==> config.mk <==
export PLATFORM = sky130hd
export DESIGN_NAME = mdio_master
export DESIGN_NICKNAME = d
export VERILOG_FILES = /design/src/rtl/mdio_pkg.sv /design/src/rtl/mdio_clkgen.sv /design/src/rtl/mdio_frame.sv /design/src/rtl/mdio_master.sv
export SDC_FILE = /design/constraint.sdc
export NUM_CORES = 1
export LEC_CHECK = 0
export ABC_CLOCK_PERIOD_IN_PS = 3300
export BUFFER_PORTS_ARGS = -buffer_cell sky130_fd_sc_hd__buf_4
export CAP_MARGIN = 5
export CORE_ASPECT_RATIO = 1.1
export CORE_MARGIN = 2
export CORE_UTILIZATION = 30
export CTS_CLUSTER_SIZE = 12
export DETAILED_ROUTE_END_ITERATION = 8
export PLACE_DENSITY = 0.47
export SKIP_CTS_REPAIR_TIMING = 1
export SYNTH_ARGS = -nofsm -noshare
export SYNTH_HDL_FRONTEND = slang
export SYNTH_SLANG_ARGS = --single-unit
==> constraint.sdc <==
create_clock -name clk_i -period 3.3 [get_ports clk_i]
set_input_delay 0.165 -clock clk_i [delete_from_list [all_inputs] [get_ports clk_i]]
set_output_delay 0.165 -clock clk_i [all_outputs]
set_load 0.01 [all_outputs]
==> src/rtl/mdio_pkg.sv <==
package mdio_pkg;
  localparam int FRAME_LEN = 64;
  localparam int TA_IDX    = 46;
  localparam int DATA_IDX  = 48;
  localparam int DATA_W    = 16;
  localparam int ADDR_W    = 5;
  localparam int REG_W     = 29;

  localparam logic [1:0] OP_WR = 2'b01;
  localparam logic [1:0] OP_RD = 2'b10;

  localparam logic [1:0] RA_CMD  = 2'd0;
  localparam logic [1:0] RA_MODE = 2'd1;
  localparam logic [1:0] RA_STAT = 2'd2;
  localparam logic [1:0] RA_EVEN = 2'd3;

  localparam int CMD_START = 28;
  localparam int CMD_CODE  = 26;
  localparam int CMD_PHY   = 21;
  localparam int CMD_REG   = 16;
  localparam int ST_DONE   = 0;
  localparam int ST_LINK   = 2;
  localparam int ST_LCHG   = 12;

  function automatic logic [FRAME_LEN-1:0] build_frame(
    input logic [1:0] op, input logic [ADDR_W-1:0] phy,
    input logic [ADDR_W-1:0] rg, input logic [DATA_W-1:0] data);
    logic [1:0] ta;
    ta = (op == OP_RD) ? 2'b11 : 2'b10;
    return {32'hFFFF_FFFF, 2'b01, op, phy, rg, ta, data};
  endfunction
endpackage

==> src/rtl/mdio_clkgen.sv <==
module mdio_clkgen #(
  parameter int CLK_DIV = 8
) (
  input  logic clk_i,
  input  logic rst_ni,
  output logic mdc_o,
  output logic rise_o,
  output logic fall_o
);
  localparam int CNT_W = (CLK_DIV > 1) ? $clog2(CLK_DIV) : 1;
  localparam logic [CNT_W-1:0] CNT_MAX = CNT_W'(CLK_DIV - 1);

  logic [CNT_W-1:0] cnt_q;
  logic             wrap;

  assign wrap   = (cnt_q == CNT_MAX);
  assign rise_o = wrap && !mdc_o;
  assign fall_o = wrap && mdc_o;

  always_ff @(posedge clk_i or negedge rst_ni) begin
    if (!rst_ni) begin
      cnt_q <= '0;
      mdc_o <= 1'b0;
    end else if (wrap) begin
      cnt_q <= '0;
      mdc_o <= !mdc_o;
    end else begin
      cnt_q <= cnt_q + 1'b1;
    end
  end
endmodule

==> src/rtl/mdio_frame.sv <==
module mdio_frame
  import mdio_pkg::*;
(
  input  logic                 clk_i,
  input  logic                 rst_ni,
  input  logic                 rise_i,
  input  logic                 fall_i,
  input  logic                 start_i,
  input  logic                 rd_i,
  input  logic [FRAME_LEN-1:0] frame_i,
  input  logic                 mdio_i,
  output logic                 mdio_o,
  output logic                 mdio_oe_o,
  output logic                 active_o,
  output logic                 done_o,
  output logic [DATA_W-1:0]    rdata_o
);
  localparam int POS_W = $clog2(FRAME_LEN + 1);
  localparam logic [POS_W-1:0] POS_END  = POS_W'(FRAME_LEN);
  localparam logic [POS_W-1:0] POS_TA   = POS_W'(TA_IDX);
  localparam logic [POS_W-1:0] POS_SAMP = POS_W'(DATA_IDX + 1);

  logic [FRAME_LEN-1:0] sh_q;
  logic [POS_W-1:0]     pos_q;
  logic                 rd_q;
  logic                 driving;

  assign driving = active_o && (pos_q < POS_END);

  always_ff @(posedge clk_i or negedge rst_ni) begin
    if (!rst_ni) begin
      sh_q      <= '0;
      pos_q     <= '0;
      rd_q      <= 1'b0;
      active_o  <= 1'b0;
      done_o    <= 1'b0;
      rdata_o   <= '0;
      mdio_o    <= 1'b1;
      mdio_oe_o <= 1'b0;
    end else begin
      done_o <= 1'b0;
      if (start_i && !active_o) begin
        active_o <= 1'b1;
        rd_q     <= rd_i;
        sh_q     <= frame_i;
        pos_q    <= '0;
      end else if (active_o) begin
        if (fall_i && driving) begin
          mdio_o    <= sh_q[FRAME_LEN-1];
          mdio_oe_o <= !(rd_q && (pos_q >= POS_TA));
          sh_q      <= sh_q << 1;
          pos_q     <= pos_q + 1'b1;
        end
        // bit b driven at a fall is sampled at the next rise (pos = b+1)
        if (rise_i && (pos_q != '0)) begin
          if (rd_q && (pos_q >= POS_SAMP)) rdata_o <= {rdata_o[DATA_W-2:0], mdio_i};
          if (pos_q == POS_END) begin
            active_o <= 1'b0;
            done_o   <= 1'b1;
          end
        end
      end
      if (fall_i && !driving) begin
        mdio_o    <= 1'b1;
        mdio_oe_o <= 1'b0;
      end
    end
  end
endmodule

==> src/rtl/mdio_master.sv <==
module mdio_master
  import mdio_pkg::*;
#(
  parameter int CLK_DIV = 8
) (
  input  logic             clk_i,
  input  logic             rst_ni,
  input  logic             reg_wr_i,
  input  logic [1:0]       reg_addr_i,
  input  logic [REG_W-1:0] reg_wdata_i,
  output logic [REG_W-1:0] reg_rdata_o,
  output logic             mdc_o,
  input  logic             mdio_i,
  output logic             mdio_o,
  output logic             mdio_oe_o,
  output logic             irq_o
);
  logic rise, fall;
  logic f_active, f_done, f_start, f_rd;
  logic [FRAME_LEN-1:0] f_frame;
  logic [DATA_W-1:0]    f_rdata;

  logic                busy_q, own_host_q;
  logic [1:0]          code_q;
  logic [ADDR_W-1:0]   phy_q, regad_q, poll_phy_q;
  logic [DATA_W-1:0]   data_q;
  logic                poll_en_q, link_q, lchg_q, done_q, lchg_en_q, done_en_q;
  logic                wr_cmd, wr_mode, wr_stat, wr_even, sel_host;
  logic [1:0]          new_code;

  mdio_clkgen #(.CLK_DIV(CLK_DIV)) u_clk (
    .clk_i(clk_i), .rst_ni(rst_ni), .mdc_o(mdc_o), .rise_o(rise), .fall_o(fall));

  assign sel_host = busy_q;
  assign f_start  = !f_active && !f_done && (busy_q || poll_en_q);
  assign f_rd     = sel_host ? (code_q == OP_RD) : 1'b1;
  assign f_frame  = sel_host ? build_frame(code_q, phy_q, regad_q, data_q)
                             : build_frame(OP_RD, poll_phy_q, ADDR_W'(1), '0);

  mdio_frame u_frame (
    .clk_i(clk_i), .rst_ni(rst_ni), .rise_i(rise), .fall_i(fall),
    .start_i(f_start), .rd_i(f_rd), .frame_i(f_frame), .mdio_i(mdio_i),
    .mdio_o(mdio_o), .mdio_oe_o(mdio_oe_o), .active_o(f_active),
    .done_o(f_done), .rdata_o(f_rdata));

  assign wr_cmd   = reg_wr_i && (reg_addr_i == RA_CMD);
  assign wr_mode  = reg_wr_i && (reg_addr_i == RA_MODE);
  assign wr_stat  = reg_wr_i && (reg_addr_i == RA_STAT);
  assign wr_even  = reg_wr_i && (reg_addr_i == RA_EVEN);
  assign new_code = reg_wdata_i[CMD_CODE+:2];

  always_ff @(posedge clk_i or negedge rst_ni) begin
    if (!rst_ni) begin
      busy_q <= 1'b0; own_host_q <= 1'b0; code_q <= '0; phy_q <= '0;
      regad_q <= '0; data_q <= '0; poll_en_q <= 1'b0; poll_phy_q <= '0;
      link_q <= 1'b0; lchg_q <= 1'b0; done_q <= 1'b0;
      lchg_en_q <= 1'b0; done_en_q <= 1'b0;
    end else begin
      if (wr_cmd && !busy_q) begin
        data_q  <= reg_wdata_i[DATA_W-1:0];
        regad_q <= reg_wdata_i[CMD_REG+:ADDR_W];
        phy_q   <= reg_wdata_i[CMD_PHY+:ADDR_W];
        code_q  <= new_code;
        busy_q  <= reg_wdata_i[CMD_START] && ((new_code == OP_WR) || (new_code == OP_RD));
      end
      if (wr_mode) begin
        poll_en_q  <= reg_wdata_i[0];
        poll_phy_q <= reg_wdata_i[1+:ADDR_W];
      end
      if (wr_even) begin
        lchg_en_q <= reg_wdata_i[ST_LCHG];
        done_en_q <= reg_wdata_i[ST_DONE];
      end
      // clear first so that a same-cycle event wins
      if (wr_stat && reg_wdata_i[ST_LCHG]) lchg_q <= 1'b0;
      if (wr_stat && reg_wdata_i[ST_DONE]) done_q <= 1'b0;
      if (f_start) own_host_q <= sel_host;
      if (f_done) begin
        if (own_host_q) begin
          if (code_q == OP_RD) data_q <= f_rdata;
          busy_q <= 1'b0;
          done_q <= 1'b1;
        end else begin
          link_q <= f_rdata[ST_LINK];
          if (f_rdata[ST_LINK] != link_q) lchg_q <= 1'b1;
        end
      end
    end
  end

  always_comb begin
    reg_rdata_o = '0;
    unique case (reg_addr_i)
      RA_CMD:  reg_rdata_o = {busy_q, code_q, phy_q, regad_q, data_q};
      RA_MODE: reg_rdata_o = REG_W'({poll_phy_q, poll_en_q});
      RA_STAT: begin
        reg_rdata_o[ST_LCHG] = lchg_q;
        reg_rdata_o[ST_LINK] = link_q;
        reg_rdata_o[ST_DONE] = done_q;
      end
      default: begin
        reg_rdata_o[ST_LCHG] = lchg_en_q;
        reg_rdata_o[ST_DONE] = done_en_q;
      end
    endcase
  end

  assign irq_o = (lchg_en_q && lchg_q) || (done_en_q && done_q);
endmodule

======== Word-level counts from Yosys, hierarchy flattened ========
Cells that the tools add are included.
cells by class
  $lt $le $gt $ge ......................... 3
  bitwise gates (word level) .............. 2
  reductions and logical operators ........ 40
  add/sub/neg operators ................... 2
  multiplexer cells ....................... 46
  equal/unequal tests ..................... 10
operators by type and width
  operator             count
  $mux 64              3
  $mux 16              5
  $mux 30              1
  $mux 1               28
  $logic_and 1x1->1    21
  $mux 7               3
  $pmux 9 s2           1
  $ge 7x6->1 const B   2
  $pmux 1 s3           3
  $eq 2x2->1 const B   4
  $reduce_bool 2->1    4
  $add 7x1->7 const B  1
  $eq 7x7->1 const B   1
  $lt 7x7->1 const B   1
  $reduce_bool 7->1    1
  $logic_not 1->1      6
  $eq 2x1->1 const B   2
  $reduce_and 2->1     2
  $reduce_and 4->1     1
  $add 3x1->3 const B  1
  $eq 3x3->1 const B   1
  $logic_or 1x1->1     3
  $mux 3               1
  $reduce_and 3->1     1
  5 further kinds      6
storage, ports and cells
  logic and storage cells ................. 126
  bits in registers ....................... 137
  input bits .............................. 35

======== Logic depth before layout (Yosys ltp) ========
Gate-level depths: netlist of run 1.
  depth in word-level cells ............... 7
  mapped depth ............................ 9
  depth with buffers taken out ............ 6

======== By module ========
From an unflattened synthesis of run 1, not the netlist that was laid out.
second synthesis, totals
  cells, all modules ...................... 671
  area total of the unflattened synthesis .. 6568.8 µm²
by module, submodules not included
  module       cells each  times used  area an instance (µm²)
  mdio_frame   448         1           4152.7
  mdio_master  213         1           2262.2
  mdio_clkgen  10          1           153.9

======== Worst setup path before layout of run 1 ========
OpenSTA, ideal clock, no wires.
  kind .................................... reg-to-reg
  start point ............................. reg u_clk.cnt_q[0]
  end point ............................... reg u_frame.rdata_o[0]
  library setup time ...................... 125 ps
  arrival time ............................ 1782 ps
  clock period less this slack ............ 1907 ps
  stages on the path, launching flop included .. 9
  required time ........................... 3175 ps
  path slack .............................. 1393 ps
  path through ............................ dfrtp_1 > ha_1 > ha_1 > buf_2 > nand4b_1 > or3_1 > buf_6 > buf_12 > mux2_4
between the ends
  word-level cells in the longest chain between the ends .. 4
ends and longest elaborated chain
  item                               line               RTL
  from (decl)                        mdio_clkgen.sv:13  logic [CNT_W-1:0] cnt_q;
  from (signal assigned)             mdio_clkgen.sv:28  cnt_q <= cnt_q + 1'b1;
  $eq 3x3->1                         mdio_clkgen.sv:16  assign wrap = (cnt_q == CNT_MAX);
  $logic_and 1x1->1                  mdio_clkgen.sv:17  assign rise_o = wrap && !mdc_o;
  $logic_and 1x1->1                  mdio_frame.sv:55   if (rise_i && (pos_q != '0)) begin
  $reduce_and 4->1 (no source line)  --
  to (signal assigned)               mdio_frame.sv:56   if (rd_q && (pos_q >= POS_SAMP)) rdata_o <= {rdata_o[DATA_W-2:0], mdio_i};
  to (decl)                          mdio_frame.sv:16   output logic [DATA_W-1:0] rdata_o
No other way between the ends.
A chain may end at the register's enable or synchronous reset.

======== Worst setup path after layout of run 1 ========
  start point ............................. reg u_clk.cnt_q[0]
  end point ............................... reg u_frame.rdata_o[9]
The elaborated chain is that of the path after synthesis.

==> impl_metrics.py, run 1 <==
metrics = {
    "run_status": {
        "outcome": "finished clean",
    },
    "route": {
        "drt_iter0_drc": 365,
        "drt.antenna.violating_nets": 0,
        "viasPerCell": 4.88,
        "wl_per_cell_um": 15.5,
        "via_count": 4516,
        "firstDrtPassIters": 5,
        "drc": 0,
        "wl_um": 14300,
    },
    "worst_setup_path": {
        "crit_required_ns": 3.60,
        "crit_type": "register to register",
        "crit_fanout": 16,
        "cp_data_arrival_time_ns": 2.41,
        "rr_startpoint": "u_clk.cnt_q[0]$_DFF_PN0_",
        "startpoint": "u_clk.cnt_q[0]$_DFF_PN0_",
        "critPathCaptureType": "register",
        "cp-start-kind": "register",
    },
    "floorplan": {
        "ios": 68,
        "fp-row-count": 54,
        "die_y_um": 154,
        "dieWidth_um": 140,
        "dieArea_um2": 21600,
        "core-area_um2": 19900,
        "start_util": 0.308,
    },
    "logic_synthesis": {
        "yosysUniqueCellTypes": 41,
        "ys_seq_area_frac": 0.559,
        "postSynthCellCount": 585,
        "synth_seq_cells": 137,
        "synth_top_flop_cell": "dfrtp_1",
        "async_flop_share": 1.00,
        "synth.area.top_cells": "dfrtp_1, nand2_1, mux2_2, mux2i_1, nand3_1",
        "synth_top_cell_area_share": 0.554,
        "synth_most_common_cell": "dfrtp_1",
        "synth_fp_nets": 625,
        "ys_top_cells_by_count": "dfrtp_1, nand2_1, nand3_1",
        "ys_warn_count": 0,
        "syn_area_um2": 6140,
        "synth.avg_cell_area_um2": 10.5,
        "synth_edf_count": 0,
        "post-synth-top-area-cell": "dfrtp_1",
    },
    "pwr": {
        "power_mw": 5.68,
        "pwr-share-clk": 0.310,
        "pwr-share-comb": 0.220,
        "swShare": 0.307,
        "vdd_drop_max_uv": 399,
        "cellPowerDensity_nw_per_um2": 746,
        "internal_power_mw": 3.94,
        "p_switching_mw": 1.74,
        "power.leakage_nw": 3.46,
        "p_seq_frac": 0.470,
    },
    "hold_path": {
        "worstHoldPathType": "input pin to register",
        "hp-start": "reg_wdata_i[0]",
    },
    "clocking": {
        "cts_tree": "done",
        "clkTransAtPathRegs_ns": 0.06,
        "clock_path_buffers": 2,
        "insertion_delay_ns": 0.42,
        "htree_num_levels": 4,
        "root_buffer": "clkbuf_16",
        "clkSinkCount": 137,
        "cts-buffers-inserted": 17,
    },
    "sta": {
        "worst_slew_pin_slew_ns": 0.811,
        "hold_viol_final": 0,
        "period_share": 0.637,
        "max_slew_margin": 0.459,
        "clock-skew-final_ns": 0.0104,
        "post-route-min-period_ns": 2.10,
        "setup_ws_ns": 1.20,
        "setup_viol": 0,
        "drv_slew": 0,
        "rsz0062_at_grt": "false",
        "fmax_ghz": 0.476,
        "finalSetupTns_ns": 0,
    },
    "global_routing": {
        "grt_pass1_wl_um": 23900,
        "overflow": 0,
        "grt_usage": 0.138,
        "grt_max_degree": 89,
        "grt_pass1_vias": 4618,
        "antenna_found_initial": 0,
    },
    "placed_design": {
        "io_buffers": 67,
        "dp_hpwl_um": 9450,
        "gp_congestion": 0.751,
        "pre_cts_ws_ns": 1.19,
    },
    "run": {
        "cap_violations": 0,
    },
    "layout": {
        "antenna_cells": 0,
        "layout-drive-gt1-share": 0.229,
        "finalNetCount": 702,
        "area_growth_pct": 24.0,
    },
}
==> power by group through the flow <==
| stage | Sequential [mW] | Clock, mW | Combinational, mW |
|---|---|---|---|
| detailed placement | 2.69 | 0 | 1.26 |
| finish | 2.67 | 1.76 | 1.25 |
| CTS | 2.67 | 1.81 | 1.26 |
| global placement | 2.69 | 0 | 1.22 |
| global route | 2.75 | 1.89 | 1.42 |
| floorplan | 2.52 | 0 | 0.923 |
==> cell usage in the layout (no fill, tap or decap), drive strengths merged, types with 7 or more instances in the layout <==
cell / n
a21oi: 25
a2bb2oi: 20
a31oi: 7
and2: 23
buf: 80
clkbuf: 18
dfrtp: 136
dlygate4sd3: 19
mux2: 38
mux2i: 21
nand2: 121
nand3: 39
nor2: 35
o21ai: 26
==> path summary, 6_finish.rpt <==
kind,end,slack (ns),depth (start not counted)
worst min register to register,u_clk.cnt_q[0]$_DFF_PN0_,0.43,1
max in group asynchronous,data_q[1]$_DFF_PN0_,2.00,3
worst max-delay path,u_frame.rdata_o[9]$_DFFE_PN0P_,1.20,6
worst max register to register,u_frame.rdata_o[9]$_DFFE_PN0P_,1.20,6
min in group asynchronous,u_frame.mdio_oe_o$_DFFE_PN0P_,0.39,2
worst min-delay path,poll_en_q$_DFFE_PN0P_,0.02,2
==> per-stage QoR <==
step | hold WS [ns] | instances | cell area [um2] | utilization
detailed placement | 0.301 | 876 | 6880 | 0.345
floorplan | -0.131 | 585 | 6140 | -
finish | 0.0183 | 925 | 7610 | 0.382
global placement | 0.291 | 876 | 6880 | 0.345
global route | 0.0167 | 925 | 7610 | 0.382
CTS | -0.144 | 906 | 7420 | 0.372
==> critical path, stage by stage (launching register included) <==
cell      delay, ns
dfrtp_1        0.35
ha_1           0.15
ha_1           0.34
nand4b_1       0.14
or3_1          0.43
buf_4          0.25
mux2_4         0.33
==> area by class of cell <==
class | count | area [um2]
Tap cell | 252 | 315
Multi-Input combinational cell | 404 | 2520
Timing Repair Buffer | 99 | 795
Fill cell | 1954 | 12300
Inverter | 3 | 11.3
Sequential cell | 137 | 3430
Clock inverter | 12 | 105
Clock buffer | 18 | 439
==> logic make-up after synthesis <==
group | after synthesis | synth area share
compound gates | 91 | 0.0946
xor+xnor | 5 | 0.00713
fa+ha+maj | 5 | 0.0102
buf+inv | 44 | 0.0342
flops | 137 | 0.559
mux | 60 | 0.114
simple gates | 243 | 0.181
==> routing by layer <==
layer  up-vias  track usage  wire (um)
met5         -            0          0
met4         0       0.0495        251
met3        17       0.0346        407
met2        75        0.224       6960
met1      2266        0.181       6680
li1       2158            -          -
==> state kept, by name (all words and copies together), names as in the netlist, 2 cells and up <==
register	flops
u_frame.pos_q	7
u_clk.cnt_q	3
u_frame.sh_q	64
code_q	2
poll_phy_q	5
phy_q	5
u_frame.rdata_o	16
regad_q	5
data_q	16
Note: power is estimated with default switching activity, not from simulation.
==> run 2, diff against run 1 <==
--- a/config.mk
+++ b/config.mk
@@ -5,7 +5,8 @@
 export SDC_FILE = /design/constraint.sdc
 export NUM_CORES = 1
 export LEC_CHECK = 0
-export ABC_CLOCK_PERIOD_IN_PS = 3300
+export ABC_AREA = 1
+export ABC_CLOCK_PERIOD_IN_PS = 1750
 export BUFFER_PORTS_ARGS = -buffer_cell sky130_fd_sc_hd__buf_4
 export CAP_MARGIN = 5
 export CORE_ASPECT_RATIO = 1.1
@@ -13,7 +14,7 @@
 export CORE_UTILIZATION = 30
 export CTS_CLUSTER_SIZE = 12
 export DETAILED_ROUTE_END_ITERATION = 8
-export PLACE_DENSITY = 0.47
+export PLACE_DENSITY = 0.49
 export SKIP_CTS_REPAIR_TIMING = 1
 export SYNTH_ARGS = -nofsm -noshare
 export SYNTH_HDL_FRONTEND = slang
==> constraint.sdc (replaced) <==
create_clock -name clk_i -period 1.75 [get_ports clk_i]
set_input_delay 0.0875 -clock clk_i [delete_from_list [all_inputs] [get_ports clk_i]]
set_output_delay 0.0875 -clock clk_i [all_outputs]
set_load 0.01 [all_outputs]
==> impl_metrics.py, run 2 <==
metrics = {
    "run_status": {
        "outcome": "finished clean",
    },
    "logic_synthesis": {
        "async_flop_share": 1.00,
        "yosysUniqueCellTypes": 36,
        "post-synth-top-area-cell": "dfrtp_1",
        "ys_top_cells_by_count": "nand2_1, dfrtp_1, inv_1",
        "synth_top_cell_area_share": 0.546,
        "synth_top_flop_cell": "dfrtp_1",
        "ys_warn_count": 0,
        "synth_most_common_cell": "nand2_1",
        "synth_fp_nets": 765,
        "synth_seq_cells": 137,
        "postSynthCellCount": 725,
        "syn_area_um2": 6230,
        "synth.area.top_cells": "dfrtp_1, nand2_1, inv_1, o21ai_0, a22oi_1",
        "ys_seq_area_frac": 0.550,
        "synth.avg_cell_area_um2": 8.60,
        "synth_edf_count": 0,
    },
    "sta": {
        "max_slew_margin": 0.712,
        "hold_viol_final": 0,
        "post-route-min-period_ns": 1.62,
        "fmax_ghz": 0.619,
        "drv_slew": 0,
        "finalSetupTns_ns": 0,
        "clock-skew-final_ns": 0.0112,
        "setup_ws_ns": 0.134,
        "period_share": 0.923,
        "worst_slew_pin_slew_ns": 0.430,
        "setup_viol": 0,
        "rsz0062_at_grt": "false",
    },
    "clocking": {
        "clock_path_buffers": 2,
        "clkSinkCount": 137,
        "root_buffer": "clkbuf_16",
        "clkTransAtPathRegs_ns": 0.06,
        "cts-buffers-inserted": 17,
        "cts_tree": "done",
        "htree_num_levels": 4,
        "insertion_delay_ns": 0.43,
    },
    "pwr": {
        "power.leakage_nw": 4.12,
        "vdd_drop_max_uv": 608,
        "power_mw": 7.44,
        "cellPowerDensity_nw_per_um2": 918,
    },
    "worst_setup_path": {
        "cp_slowest_stage_delay_ns": 0.38,
        "critical_path.slowest_cell": "dfrtp_1",
        "rr_worst_depth": 9,
        "critPathCaptureType": "register",
        "crit_type": "register to register",
        "path_delay_family": "adder cells",
        "crit_fanout": 25,
        "crit_top_cell": "nand2_2",
        "cp_cell_sequence": "ha_1 -> ha_2 -> nand2_2 -> inv_2 -> nand2_2 -> nand2_4 -> inv_8 -> buf_12 -> a22oi_1",
        "crit_cells": 9,
        "cp_data_arrival_time_ns": 1.92,
        "cp.buffers_inverters": 3,
        "crit_required_ns": 2.05,
        "timing.rr.end": "u_frame.sh_q[40]$_DFFE_PN0P_",
        "endpoint": "u_frame.sh_q[40]$_DFFE_PN0P_",
        "startpoint": "u_clk.cnt_q[0]$_DFF_PN0_",
        "rr_startpoint": "u_clk.cnt_q[0]$_DFF_PN0_",
        "r2r_setup_slack_ns": 0.13,
        "cp-start-kind": "register",
    },
    "global_routing": {
        "grt_util_met2": 0.237,
        "grt_usage": 0.149,
        "grt_busiest_layer": "met2",
        "antenna_found_initial": 0,
        "overflow": 0,
        "grt_max_degree": 47,
        "grt_pass1_vias": 5069,
        "grt_pass1_wl_um": 25700,
        "use_met3": 0.0339,
        "met1_usage": 0.202,
    },
    "placed_design": {
        "gp_congestion": 0.780,
        "io_buffers": 67,
        "dp_hpwl_um": 10400,
        "pre_cts_ws_ns": 0.0578,
        "placed_area_um2": 7150,
    },
    "route": {
        "wl_um": 15500,
        "via_count": 5085,
        "drc": 0,
        "wl_per_cell_um": 14.0,
        "drt_iter0_drc": 242,
        "drt.antenna.violating_nets": 0,
        "firstDrtPassIters": 4,
        "viasPerCell": 4.62,
    },
    "layout": {
        "mostFrequentLayoutCell": "nand2_1",
        "fillers": 2071,
        "finalNetCount": 872,
        "area_growth_pct": 30.0,
        "reg_top3": "u_frame.sh_q (64), data_q (16), u_frame.rdata_o (16)",
        "largest_reg_flops": 64,
        "antenna_cells": 0,
        "final_design_area_no_fill_um2": 8100,
        "final_util": 0.395,
        "layout_common_cells": "nand2_1, dfrtp_1, inv_1",
        "layout-drive-gt1-share": 0.168,
        "regMostFlops": "u_frame.sh_q",
    },
    "floorplan": {
        "die_y_um": 155,
        "dieArea_um2": 22000,
        "start_util": 0.304,
        "dieWidth_um": 141,
        "ios": 68,
        "fp-row-count": 55,
        "core-area_um2": 20500,
    },
    "hold_path": {
        "worstHoldPathType": "input pin to register",
        "hp-start": "reg_wr_i",
    },
    "run": {
        "cap_violations": 0,
    },
}
run 2: cell count changes after synthesis, sizes merged, moves of 7 or more:
cell and delta:
inv +89, clkbuf -25, and2 -23, nand2 +91, mux2 -37, a2bb2oi -20, mux2i -21, a22oi +32
buf +20, o22ai +7, o21ai +35, nor2 +17
run 2: kinds of logic after synthesis:
family,count (synthesis),synth area share
AOI/OAI and AO/OA,138,0.134
xor gates and xnor gates,5,0.00702
adders and majority gates,5,0.0100
buffers and inverters,129,0.0927
DFF,137,0.550
muxes,1,0.00181
and+or+nand+nor,310,0.205
run 2: worst min-delay path by stage:
stage | slack (ns) | end | cells after the start
6_report | 0.04 | done_en_q$_DFFE_PN0P_ | 3
5_1_grt | 0.07 | lchg_en_q$_DFFE_PN0P_ | 3
4_1_cts | -0.46 | u_frame.sh_q[60]$_DFFE_PN0P_ | 1
3_5_place_dp | -0.003 | u_frame.sh_q[60]$_DFFE_PN0P_ | 1
3_3_place_gp | -0.004 | u_frame.sh_q[62]$_DFFE_PN0P_ | 1
2_1_floorplan | -0.21 | busy_q$_DFF_PN0_ | 0
run 2: power breakdown:
part	switching, mW	internal, mW	leakage, nW	total, mW
logic	0.221	0.205	2.42	0.426
clock network	1.44	2.30	0.294	3.74
registers	0.0449	3.22	1.41	3.27
total	1.71	5.73	4.12	7.44
run 2: per-stage QoR:
stage / hold slack (ns) / std cells
global route: 0.0695 / 1101
CTS: -0.462 / 1069
global placement: -0.00443 / 1037
floorplan: -0.208 / 725
finish: 0.0424 / 1101
detailed placement: -0.00272 / 1037
run 2: worst register-to-register path, cell delays in order, from the launching register on:
cell and delay, ns:
dfrtp_1 0.38, ha_1 0.20, ha_2 0.19, nand2_2 0.08, inv_2 0.04, nand2_2 0.12
nand2_4 0.10, inv_8 0.12, buf_12 0.17, a22oi_1 0.09
run 2: area by class of cell:
class | instances | area [um2] | share of cell area
Timing Repair Buffer | 124 | 1150 | 0.143
Clock inverter | 12 | 165 | 0.0204
Tap cell | 256 | 320 | 0.0395
Multi-Input combinational cell | 459 | 2230 | 0.275
Inverter | 93 | 357 | 0.0440
Sequential cell | 137 | 3430 | 0.423
Clock buffer | 20 | 447 | 0.0551
run 2: per-layer routing:
metal | share of wire | vias to the layer above
met5 | 0 | -
met4 | 0.013 | 0
met3 | 0.025 | 18
met2 | 0.48 | 58
met1 | 0.49 | 2469
li1 | - | 2540
==> run 3, diff against run 2 <==
--- a/config.mk
+++ b/config.mk
@@ -5,12 +5,11 @@
 export SDC_FILE = /design/constraint.sdc
 export NUM_CORES = 1
 export LEC_CHECK = 0
-export ABC_AREA = 1
+export ABC_AREA = 0
 export ABC_CLOCK_PERIOD_IN_PS = 1750
 export BUFFER_PORTS_ARGS = -buffer_cell sky130_fd_sc_hd__buf_4
 export CAP_MARGIN = 5
 export CORE_ASPECT_RATIO = 1.1
-export CORE_MARGIN = 2
 export CORE_UTILIZATION = 30
 export CTS_CLUSTER_SIZE = 12
 export DETAILED_ROUTE_END_ITERATION = 8
==> impl_metrics.py, run 3 (synthesis results as in run 1) <==
metrics = {
    "layout": {
        "fillers": 1892,
        "layout-drive-gt1-share": 0.281,
        "antenna_cells": 0,
        "area_growth_pct": 35.0,
        "regMostFlops": "u_frame.sh_q",
        "finalNetCount": 739,
        "mostFrequentLayoutCell": "dfrtp_1",
        "reg_top3": "u_frame.sh_q (64), data_q (16), u_frame.rdata_o (16)",
        "largest_reg_flops": 64,
        "final_design_area_no_fill_um2": 8290,
        "layout_common_cells": "dfrtp_1, nand2_1, buf_4",
        "final_util": 0.416,
    },
    "sta": {
        "rsz0062_at_grt": "true",
        "finalSetupTns_ns": -1.55,
        "setup_viol": 16,
        "worst_slew_pin_slew_ns": 0.551,
        "hold_viol_final": 2,
        "worst_hold_slack_ns": -0.0334,
        "period_share": 1.06,
        "drv_slew": 0,
        "fmax_ghz": 0.539,
        "clock-skew-final_ns": 0.0115,
        "post-route-min-period_ns": 1.86,
        "setup_ws_ns": -0.105,
        "max_slew_margin": 0.633,
    },
    "worst_setup_path": {
        "cp_slowest_stage_delay_ns": 0.45,
        "timing.rr.end": "u_frame.rdata_o[14]$_DFFE_PN0P_",
        "crit_type": "register to register",
        "critical_path.slowest_cell": "or3_4",
        "cp_cell_sequence": "ha_2 -> ha_4 -> nand4b_1 -> or3_4 -> clkbuf_16 -> mux2_4",
        "cp-start-kind": "register",
        "cp_data_arrival_time_ns": 2.16,
        "crit_required_ns": 2.06,
        "critPathCaptureType": "register",
        "r2r_setup_slack_ns": -0.11,
        "path_delay_family": "simple AND/OR/NAND/NOR gates",
        "crit_fanout": 8,
        "cp.buffers_inverters": 1,
        "rr_worst_depth": 6,
        "rr_startpoint": "u_clk.cnt_q[0]$_DFF_PN0_",
    },
    "clocking": {
        "clkTransAtPathRegs_ns": 0.06,
        "cts_tree": "done",
        "root_buffer": "clkbuf_16",
        "clock_path_buffers": 2,
        "cts-buffers-inserted": 17,
        "clkSinkCount": 137,
        "insertion_delay_ns": 0.42,
        "htree_num_levels": 4,
    },
    "floorplan": {
        "die_y_um": 152,
        "core-area_um2": 19900,
        "dieWidth_um": 138,
        "fp-row-count": 54,
        "start_util": 0.308,
        "ios": 68,
        "dieArea_um2": 21000,
    },
    "route": {
        "drc": 0,
        "via_count": 4675,
        "wl_um": 15000,
        "drt_iter0_drc": 223,
        "viasPerCell": 4.85,
        "wl_per_cell_um": 15.6,
        "drt.antenna.violating_nets": 0,
        "firstDrtPassIters": 4,
    },
    "hold_path": {
        "hp-start": "reg_wdata_i[13]",
        "min_path_cells": 3,
        "worstHoldPathType": "input pin to register",
        "hold_end": "data_q[13]$_DFF_PN0_",
    },
    "pwr": {
        "cellPowerDensity_nw_per_um2": 1380,
        "power.leakage_nw": 3.76,
        "vdd_drop_max_uv": 718,
        "power_mw": 11.5,
    },
    "placed_design": {
        "io_buffers": 67,
        "gp_congestion": 0.726,
        "dp_hpwl_um": 9750,
        "pre_cts_ws_ns": -0.139,
        "placed_area_um2": 7170,
    },
    "global_routing": {
        "grt_pass1_wl_um": 23900,
        "overflow": 0,
        "grt_pass1_vias": 4693,
        "antenna_found_initial": 0,
        "grt_max_degree": 52,
        "grt_usage": 0.143,
    },
    "run_status": {
        "violations": "hold timing, setup timing",
        "outcome": "finished with violations",
    },
    "run": {
        "cap_violations": 0,
    },
}
## run 3: cell types whose count changed in the layout (fill, tap and decap cells not counted), sizes merged, moves of 12 or more
| cell | change |
|---|---|
| inv | -92 |
| nand2 | -91 |
| mux2 | +37 |
| o21ai | -34 |
| a22oi | -32 |
| and2 | +23 |
| mux2i | +21 |
| a2bb2oi | +20 |
| nor2 | -17 |
| buf | +12 |
## run 3: worst reg2reg max path, delay by kind of cell (launching register included)
kind                     cells  cell delay, ns
adder cells (fa/ha/maj)      2            0.33
multiplexers                 1            0.30
AND/OR/NAND/NOR              2            0.56
buffers and inverters        1            0.20
flip-flops                   1            0.36
## run 3: worst max-delay path by stage
stage                                       from                              end  slack [ns]  depth (start not counted)
global placement    u_frame.pos_q[0]$_DFFE_PN0P_   u_frame.rdata_o[6]$_DFFE_PN0P_       -0.17                          5
global route            u_clk.cnt_q[0]$_DFF_PN0_   u_frame.rdata_o[7]$_DFFE_PN0P_       -0.14                          6
detailed placement  u_frame.pos_q[0]$_DFFE_PN0P_   u_frame.rdata_o[5]$_DFFE_PN0P_       -0.14                          5
finish                  u_clk.cnt_q[0]$_DFF_PN0_  u_frame.rdata_o[14]$_DFFE_PN0P_       -0.11                          6
CTS                 u_frame.pos_q[0]$_DFFE_PN0P_   u_frame.rdata_o[5]$_DFFE_PN0P_       -0.16                          5
floorplan           u_frame.pos_q[2]$_DFFE_PN0P_   u_frame.rdata_o[0]$_DFFE_PN0P_       -0.11                          7
## run 3: report_power, final
part / switching (mW) / internal, mW / total, mW
clock network: 1.37 / 2.25 / 3.62
registers: 0.777 / 4.23 / 5.01
logic: 1.31 / 1.53 / 2.84
## run 3: cell type report
class	instances	area, um2	share of cell area
Tap cell	252	315	0.0380
Timing Repair Buffer	135	1280	0.154
Multi-Input combinational cell	405	2650	0.320
Inverter	3	11.3	0.00136
Clock inverter	10	116	0.0140
Sequential cell	137	3430	0.414
Clock buffer	22	484	0.0584
## run 3: per-stage QoR
stage               instances  hold slack, ns
finish                    964         -0.0334
detailed placement        898          0.0830
floorplan                 585          -0.208
global placement          898          0.0801
CTS                       930          -0.371
global route              964         0.00285
## run 3: per-layer routing
metal,vias up,part of all wire,global-route usage
met5,-,0,0
met4,0,0.016,0.0562
met3,16,0.025,0.0271
met2,77,0.50,0.238
met1,2346,0.46,0.184
li1,2236,-,-
